--- config.mk ---
export PLATFORM = sky130hd
export DESIGN_NAME = twoclass_bus_arb
export DESIGN_NICKNAME = d
export VERILOG_FILES = /design/src/rtl/arb_pkg.sv /design/src/rtl/arb_rr_pick.sv /design/src/rtl/arb_pkt_timer.sv /design/src/rtl/twoclass_bus_arb.sv
export SDC_FILE = /design/constraint.sdc
export NUM_CORES = 1
export LEC_CHECK = 0
export BUFFER_PORTS_ARGS = -buffer_cell sky130_fd_sc_hd__buf_2
export CAP_MARGIN = 20
export CORE_ASPECT_RATIO = 2
export CORE_UTILIZATION = 55
export DETAILED_ROUTE_END_ITERATION = 12
export PLACE_DENSITY = 0.73
export SYNTH_ARGS = -nofsm -noshare
export SYNTH_HDL_FRONTEND = slang
export SYNTH_SLANG_ARGS = --single-unit
--- constraint.sdc ---
create_clock -name clk_i -period 7.96 [get_ports clk_i]
set_input_delay 1.99 -clock clk_i [delete_from_list [all_inputs] [get_ports clk_i]]
set_output_delay 1.99 -clock clk_i [all_outputs]
set_load 0.02 [all_outputs]
--- src/rtl/arb_pkg.sv ---
package arb_pkg;
  typedef enum logic [1:0] {
    ST_IDLE = 2'd0,
    ST_ARB  = 2'd1,
    ST_XFER = 2'd2
  } arb_state_e;
endpackage

--- src/rtl/arb_rr_pick.sv ---
module arb_rr_pick #(
  parameter int N_REQ = 4,
  localparam int IW = (N_REQ > 1) ? $clog2(N_REQ) : 1
) (
  input  logic [N_REQ-1:0] cand_i,
  input  logic [IW-1:0]    ptr_i,
  output logic [N_REQ-1:0] win_o,
  output logic [IW-1:0]    win_idx_o,
  output logic             valid_o
);
  logic [IW:0] idx;

  // search starts one past the last winner
  always_comb begin
    win_o     = '0;
    win_idx_o = '0;
    valid_o   = 1'b0;
    idx       = '0;
    for (int k = 1; k <= N_REQ; k++) begin
      idx = {1'b0, ptr_i} + (IW+1)'(k);
      if (idx >= (IW+1)'(N_REQ)) idx = idx - (IW+1)'(N_REQ);
      if (!valid_o && cand_i[idx[IW-1:0]]) begin
        valid_o                = 1'b1;
        win_o[idx[IW-1:0]]     = 1'b1;
        win_idx_o              = idx[IW-1:0];
      end
    end
  end
endmodule

--- src/rtl/arb_pkt_timer.sv ---
module arb_pkt_timer
  import arb_pkg::*;
#(
  parameter int ARB_CYCLES = 2,
  parameter int PKT_WORDS  = 32,
  localparam int MAXC = (PKT_WORDS > ARB_CYCLES) ? PKT_WORDS : ARB_CYCLES,
  localparam int CW   = $clog2(MAXC + 1)
) (
  input  logic clk_i,
  input  logic rst_ni,
  input  logic any_req_i,
  input  logic win_valid_i,
  output logic decide_o,
  output logic busy_o,
  output logic last_o
);
  arb_state_e state_q;
  logic [CW-1:0] cnt_q;

  assign decide_o = (state_q == ST_ARB)  && (cnt_q == CW'(ARB_CYCLES - 1));
  assign last_o   = (state_q == ST_XFER) && (cnt_q == CW'(PKT_WORDS - 1));
  assign busy_o   = (state_q == ST_XFER);

  always_ff @(posedge clk_i or negedge rst_ni) begin
    if (!rst_ni) begin
      state_q <= ST_IDLE;
      cnt_q   <= '0;
    end else begin
      unique case (state_q)
        ST_IDLE: begin
          cnt_q <= '0;
          if (any_req_i) state_q <= ST_ARB;
        end
        ST_ARB: begin
          if (decide_o) begin
            cnt_q   <= '0;
            state_q <= win_valid_i ? ST_XFER : ST_IDLE;
          end else begin
            cnt_q <= cnt_q + 1'b1;
          end
        end
        ST_XFER: begin
          if (last_o) begin
            cnt_q   <= '0;
            state_q <= any_req_i ? ST_ARB : ST_IDLE;
          end else begin
            cnt_q <= cnt_q + 1'b1;
          end
        end
        default: begin
          state_q <= ST_IDLE;
          cnt_q   <= '0;
        end
      endcase
    end
  end


  cnt_range_chk: assert property (@(posedge clk_i) disable iff (!rst_ni)
    (state_q == ST_XFER) |-> (cnt_q < CW'(PKT_WORDS)));


  arb_len_chk: assert property (@(posedge clk_i) disable iff (!rst_ni)
    (state_q == ST_ARB) |-> (cnt_q < CW'(ARB_CYCLES)));
endmodule

--- src/rtl/twoclass_bus_arb.sv ---
module twoclass_bus_arb #(
  parameter int N_REQ      = 9,
  parameter int PKT_WORDS  = 32,
  parameter int ARB_CYCLES = 2,
  localparam int IW = (N_REQ > 1) ? $clog2(N_REQ) : 1
) (
  input  logic             clk_i,
  input  logic             rst_ni,
  input  logic [N_REQ-1:0] req_i,
  input  logic [N_REQ-1:0] hi_i,
  output logic [N_REQ-1:0] grant_o,
  output logic             busy_o,
  output logic             done_o
);
  logic [N_REQ-1:0] grant_q, served_q;
  logic [IW-1:0]    ptr_q;
  logic [N_REQ-1:0] hi_req, cand, elig, pick_set, win;
  logic [IW-1:0]    win_idx;
  logic             any_hi, fresh, win_valid, decide, last;

  // low class locked out while any high request waits
  assign hi_req   = req_i & hi_i;
  assign any_hi   = |hi_req;
  assign cand     = any_hi ? hi_req : req_i;
  assign elig     = cand & ~served_q;
  assign fresh    = (elig == '0);
  assign pick_set = fresh ? cand : elig;

  arb_rr_pick #(.N_REQ(N_REQ)) i_pick (
    .cand_i    (pick_set),
    .ptr_i     (ptr_q),
    .win_o     (win),
    .win_idx_o (win_idx),
    .valid_o   (win_valid)
  );

  arb_pkt_timer #(.ARB_CYCLES(ARB_CYCLES), .PKT_WORDS(PKT_WORDS)) i_timer (
    .clk_i       (clk_i),
    .rst_ni      (rst_ni),
    .any_req_i   (|req_i),
    .win_valid_i (win_valid),
    .decide_o    (decide),
    .busy_o      (busy_o),
    .last_o      (last)
  );

  always_ff @(posedge clk_i or negedge rst_ni) begin
    if (!rst_ni) begin
      grant_q  <= '0;
      served_q <= '0;
      ptr_q    <= IW'(N_REQ - 1);
    end else if (decide && win_valid) begin
      grant_q  <= win;
      served_q <= fresh ? win : (served_q | win);
      ptr_q    <= win_idx;
    end else if (last) begin
      grant_q  <= '0;
    end
  end

  assign grant_o = grant_q;
  assign done_o  = last;


  grant_onehot_chk: assert property (@(posedge clk_i) disable iff (!rst_ni)
    $onehot0(grant_o));


  busy_grant_chk: assert property (@(posedge clk_i) disable iff (!rst_ni)
    busy_o == (grant_o != '0));


  grant_hold_chk: assert property (@(posedge clk_i) disable iff (!rst_ni)
    (busy_o && !done_o) |=> $stable(grant_o));


  done_busy_chk: assert property (@(posedge clk_i) disable iff (!rst_ni)
    done_o |-> busy_o);


  lo_lockout_chk: assert property (@(posedge clk_i) disable iff (!rst_ni)
    (decide && win_valid && any_hi) |-> ((win & hi_i & req_i) != '0));


  no_repeat_chk: assert property (@(posedge clk_i) disable iff (!rst_ni)
    (decide && win_valid && ((cand & ~served_q) != '0)) |-> ((win & served_q) == '0));
endmodule

# Word level (Yosys, flattened, before mapping)
# Cells that the tools add are included.
# classes
addsub	19
n_lt_le_gt_ge	27
eq_ne	7
n_mux	86
bitwise	12
reduce_logical	34
# op_table
cell	n
9-bit 2-to-1 mux	14
9-bit OR	9
4-bit 2-to-1 mux	18
5-bit by 4-bit >= comparator with 1-bit output (second input constant)	9
4-bit by 5-bit < comparator with 1-bit output (second input constant)	9
1-bit binary-select mux with 4-bit select	9
1-bit demux with 4-bit select	9
4-bit by 1-bit >= comparator with 1-bit output (second input constant)	9
4-bit subtractor (second input constant)	9
1-bit 2-to-1 mux	28
4-bit by 3-bit adder with 5-bit output (second input constant)	4
1-bit logical AND	20
9-bit AND	2
9-bit OR reduction	2
6-bit 2-to-1 mux	2
6-bit case mux with 2 select lines	1
4-bit by 2-bit adder with 5-bit output (second input constant)	2
4-bit by 4-bit adder with 5-bit output (second input constant)	2
9-bit zero test	1
9-bit NOT	1
1-bit zero test	8
2-bit 2-to-1 mux	4
6-bit by 1-bit adder with 6-bit output (second input constant)	1
6-bit by 1-bit == test with 1-bit output (second input constant)	1
other kinds (10)	11
# word_totals
register_bits	30

# Longest topological paths before layout
# logic_depth
ltp_word	36
mapped_depth	22
mapped_depth_nobuf	15

# Cells and area by module
# From an unflattened synthesis, not the netlist that was laid out.
# hier_totals
hier_cells	812
hier_area_um2	5972.0
# modules_own_cells
mod	instances	cells_per_inst	area_per_inst_um2
arb_rr_pick	1	635	4247.8
twoclass_bus_arb	1	129	1234.9
arb_pkt_timer	1	48	489.2

# Least setup slack after synthesis
# OpenSTA, ideal clock, no wires.
# synth_path
path_type	input-to-reg
from	input port req_i[3]
to	register served_q[1]
setup_ns	0.083
arrival_ns	5.564
required_time_ns	7.877
setup_slack_ns	2.314
stages	16
path_buffers	3
path_cell_list	a222oi_1 > and4_1 > buf_4 > nor3_2 > o21a_4 > a31oi_4 > a2bb2o_4 > nor4b_4 > o211ai_1 > or3_1 > buf_2 > or3_1 > buf_2 > o32a_1 > a31o_1 > o21ai_0
# synth_via
elab_chain_cells	35
word_cells_on_any_way	69
# synth_rtl
item	line_no	rtl
start: declaration	twoclass_bus_arb.sv:9	input logic [N_REQ-1:0] req_i,
9-bit AND	twoclass_bus_arb.sv:22	assign hi_req = req_i & hi_i;
9-bit OR reduction	twoclass_bus_arb.sv:23	assign any_hi = |hi_req;
9-bit 2-to-1 mux (*)	twoclass_bus_arb.sv:24	assign cand = any_hi ? hi_req : req_i;
9-bit AND	twoclass_bus_arb.sv:25	assign elig = cand & ~served_q;
9-bit zero test	twoclass_bus_arb.sv:26	assign fresh = (elig == '0);
9-bit 2-to-1 mux	twoclass_bus_arb.sv:27	assign pick_set = fresh ? cand : elig;
1-bit binary-select mux with 4-bit select	arb_rr_pick.sv:22	if (!valid_o && cand_i[idx[IW-1:0]]) begin
1-bit 2-to-1 mux (implied by the code)	arb_rr_pick.sv:22	
(+19 left out)	n/a	
1-bit zero test	arb_rr_pick.sv:22	
1-bit logical AND	arb_rr_pick.sv:22	
1-bit 2-to-1 mux	arb_rr_pick.sv:22	
1-bit zero test	arb_rr_pick.sv:22	
1-bit logical AND	arb_rr_pick.sv:22	
9-bit 2-to-1 mux	arb_rr_pick.sv:22	
9-bit OR	twoclass_bus_arb.sv:54	served_q <= fresh ? win : (served_q | win);
9-bit 2-to-1 mux	twoclass_bus_arb.sv:54	
end signal: assignment	twoclass_bus_arb.sv:54	
end: declaration	twoclass_bus_arb.sv:15	logic [N_REQ-1:0] grant_q, served_q;
# Every way passes the cells marked *; elsewhere a longest branch is shown, timed or not. The select of a mux whose other input is x is not followed.
# A chain may end at the register's enable or synchronous reset.

# Worst setup path after layout
# layout_path
from	input port req_i[3]
to	register ptr_q[1]
# layout_via
elab_chain_cells	34
word_cells_on_any_way	59
# layout_rtl
item	line_no	rtl
9-bit AND	twoclass_bus_arb.sv:22	
9-bit OR reduction	twoclass_bus_arb.sv:23	
9-bit 2-to-1 mux (*)	twoclass_bus_arb.sv:24	
9-bit AND	twoclass_bus_arb.sv:25	
9-bit zero test	twoclass_bus_arb.sv:26	
9-bit 2-to-1 mux (*)	twoclass_bus_arb.sv:27	
1-bit binary-select mux with 4-bit select	arb_rr_pick.sv:22	
1-bit 2-to-1 mux (implied by the code)	arb_rr_pick.sv:22	
(+18 left out)	n/a	
1-bit 2-to-1 mux	arb_rr_pick.sv:22	
1-bit zero test	arb_rr_pick.sv:22	
1-bit logical AND	arb_rr_pick.sv:22	
1-bit 2-to-1 mux	arb_rr_pick.sv:22	
1-bit zero test	arb_rr_pick.sv:22	
1-bit logical AND	arb_rr_pick.sv:22	
1-bit 2-to-1 mux	arb_rr_pick.sv:22	
1-bit logical AND	twoclass_bus_arb.sv:52	end else if (decide && win_valid) begin
end signal: assignment	twoclass_bus_arb.sv:51	ptr_q <= IW'(N_REQ - 1);
end signal: assignment	twoclass_bus_arb.sv:55	ptr_q <= win_idx;
end: declaration	twoclass_bus_arb.sv:16	logic [IW-1:0] ptr_q;
# Marks and branches as above.

==> summary.md <==
| Metric | Value |
|---|---|
| Outcome | `finished, final reports clean` |
| Starting DRT DRC Count | `1,304` |
| Post-Route WL | `31.58 mm` |
| Wl on met1 | `9.856 mm` |
| Reg2reg start | `ptr_q[1]$_DFFE_PN0P_` |
| Hold path cells | `1` |
| Max Buffers Root-to-Sink | `2` |
| H-tree Lvls | `2` |
| Post-Route Skew | `0.008728 ns` |
| Share of layout cells above drive strength 1 | `10.74%` |
| CP arrival | `around 7.1 ns` |
| GRT Total Usage | `54.05%` |
| Initial Util | `56.76%` |
| Cell Area, Synth | `6212 µm²` |
| Total CTS buffers | `5` |
| Distinct cells, synth | `94` |
| RSZ-0062 raised after global routing | `no` |
| Max Cap Violations | `0` |
| Met3 wire len | `3.625 mm` |
| Hold Vio Cnt, Final | `0` |
| YS warnings | `0` |
| DR pass1 iterations | `7` |
| Placed cell areas | `6470 µm²` |
| Buf/Inv on CP | `1` |
| Post-synth EDFFs | `0` |
| Max layer used | `met4` |
| Slew HR | `6.269%` |
| # Post-CTS Setup Buffers | `0` |
| WL per Instance | `between 30 and 40 µm` |
| Cells after synthesis | `approximately 900` |
| First-pass GRT wire length | `47.90 mm` |
| Final net count | `948` |
| Post-DRT Antenna Nets | `0` |
| Net Count, Synth | `941` |
| # rows | `54` |
| Core Footprint | `10,950 µm²` |
| CTS tree | `built` |
| Placed cells | `between 1,000 and 1,500` |
| FFs w/ async S/R, synth | `100.0%` |
| Syn avg cell area | `a little under 7 µm²` |
| Clk sinks | `30` |
| Die Ht | `152.3 µm` |
| PortBufs | `30` |
| Ports | `31` |
| Residual DRC | `0` |
| Worst-Margin Slew | `about 1.4 ns` |
| HPWL after detailed placement | `between 20 and 25 mm` |
| Final RePlAce weighted congestion | `1.189` |
| Vias post-DR | `approximately 8,400` |
| Hold path endpoint | `i_timer.cnt_q[0]$_DFF_PN0_` |
| CP Class | `in -> reg` |
| Die area | `11,750 µm²` |
| Worst Path Required | `8.08 ns` |
| WL met2 | `approximately 14 mm` |
| Max-slew violations | `0` |
| Root Buffer Master | `clkbuf_16` |
| HP Class | `reg -> reg` |
| Setup violations, final | `0` |
| Final setup TNS | `0 ns` |
| CP Max Fanout | `12` |
| Clock transition at path regs | `0.05 ns` |
| CP delay by family, top | `compound AO/OA/AOI/OAI gates` |
| Slowest-stage cell, CP | `a222oi_1` |
| Worst-skew pair later-pin latency | `0.29 ns` |
| Endpoint class of the critical path | `register` |
| Vias in the first global route | `8,083` |
| Area grow syn2layout | `6.526%` |
| FMAX | `0.1445 GHz` |
| Fill cells | `1,052` |
| Period utilization | `between 80 and 90%` |
| Worst R2R Path Depth | `15` |
| Diode count | `0` |
| Startpoint Class | `primary input` |
| Hold_buf cts | `0` |
| Reg-to-reg endpoint | `served_q[4]$_DFFE_PN0P_` |
| Hold Crit Start | `i_timer.cnt_q[0]$_DFF_PN0_` |
| Delay of the slowest critical-path stage | `0.59 ns` |
| Critical Path, Cell by Cell | `buf_2 -> a222oi_1 -> and4_1 -> o21ai_0 -> a311oi_1 -> a221oi_1 -> a2111oi_0 -> or3_1 -> mux2i_1 -> o221ai_1 -> a221o_1 -> a211oi_1 -> o22ai_1` |
| Cell area after layout | `6618 µm²` |
| Layout Cells excl Fill | `1,043` |
| Flop-to-flop setup slack | `approximately 1.2 ns` |
| Grt ovf | `0` |
| DR vias/cell | `8.015` |
| Post-synth top flop | `dfrtp_1` |
| Largest net degree at the start of global routing | `58` |
| Min Clock Period, post-route | `6.922 ns` |
| Post-synthesis register bit count | `30` |
| Register area share after synthesis | `12.10%` |
| Post_cts resized | `0` |
| Initial antenna violation count | `1` |
| Die width | `77.15 µm` |
-- through the flow --
stage	hold WS (ns)	utilization (%)	setup slack, ns
finish	0.4931	60.46	1.038
global route	0.4936	60.46	0.8657
CTS	0.4857	60.46	1.394
detailed placement	0.4612	59.11	1.198
global placement	0.4578	59.11	1.313
floorplan	0.4607	-	2.314
-- kinds of logic (layout without fill, tap and decap cells) --
logic type	after synthesis	in the layout	share of synthesized area, %
flip-flops	30	30	12.10
AND/OR/NAND/NOR	360	360	29.27
XOR/XNOR	26	26	3.666
AO/OA/AOI/OAI	349	349	40.97
buffers and inverters	87	95	5.760
multiplexers	17	17	3.001
adder cells (fa/ha/maj)	26	26	5.237
-- synthesized netlist by cell type (15+ instances only) --
cell type  count  share of area, %
nand2_1       97               5.9
nor2_1        77               4.7
o21ai_0       76               6.1
a21oi_1       41               3.3
nor3_1        37               3.0
inv_1         36               2.2
nand3_1       34               2.7
dfrtp_1       29                12
clkbuf_1      27               1.6
ha_1          26               5.2
xnor2_1       19               2.7
a31oi_1       17               1.7
buf_2         16               1.3
a21o_1        15               1.8
-- cell type report --
cell class,instances,area [µm²],area share [%]
clock inverter,1,5.005,0.07563
clock buffer,7,142.6,2.155
timing repair buffer,50,300.3,4.538
multi-input combinational,778,5102,77.10
tap,140,175.2,2.647
sequential,30,753.2,11.38
inverter,37,138.9,2.099
-- how the worst max path moves through the flow --
| stage | end | depth (start not counted) | slack (ns) | from |
|---|---|---|---|---|
| after floorplan | served_q[1]$_DFFE_PN0P_ | 16 | 2.31 | req_i[3] |
| after global placement | served_q[2]$_DFFE_PN0P_ | 14 | 1.31 | req_i[3] |
| after detailed placement | served_q[2]$_DFFE_PN0P_ | 14 | 1.20 | req_i[3] |
| after CTS | served_q[2]$_DFFE_PN0P_ | 14 | 1.39 | req_i[3] |
| after global routing | served_q[2]$_DFFE_PN0P_ | 14 | 0.87 | req_i[3] |
| final | ptr_q[1]$_DFFE_PN0P_ | 13 | 1.04 | req_i[3] |
-- worst register-to-register path: stages, from the launching register on --
cell       delay, ns
dfrtp_1         0.99
ha_1            0.84
xor2_1          0.80
nand4b_1        0.35
nand4_1         0.32
o2111ai_1       0.19
o311ai_0        0.40
a21oi_1         0.24
a211oi_1        0.60
nand3_1         0.25
or3_1           0.50
o31ai_1         0.38
buf_4           0.22
a41oi_1         0.07
a21oi_1         0.34
o21ai_0         0.16
-- per-layer routing --
metal | GRT usage, % | vias to the layer above
li1 | - | 3479
met1 | 53.47 | 3730
met2 | 82.98 | 808
met3 | 20.12 | 343
met4 | 55.08 | 0
met5 | 3.913 | -
-- registers in the layout, indices dropped and copies added, names as in the netlist --
name and cells:
grant_o 9, served_q 9, i_timer.cnt_q 6, ptr_q 4, i_timer.state_q 2
-- cells in the final DEF (no fill, tap or decap), drive strengths merged, types with 9 or more instances in the layout --
cell / n
a221oi: 10
o22ai: 13
nand2b: 13
mux2i: 13
a211oi: 14
o221ai: 10
a21oi: 43
nor3: 40
o21ai: 83
a21o: 15
nor2b: 14
and2: 14
nor4: 11
a22oi: 15
o21a: 9
xnor2: 19
or3: 9
ha: 26
nand2: 97
nand3: 34
nand4: 11
a31oi: 18
nor2: 77
inv: 37
buf: 50
dfrtp: 29
o32ai: 10
Power is not shown: default switching activity piles up to over one toggle a cycle in this logic, so the estimate is an artifact.
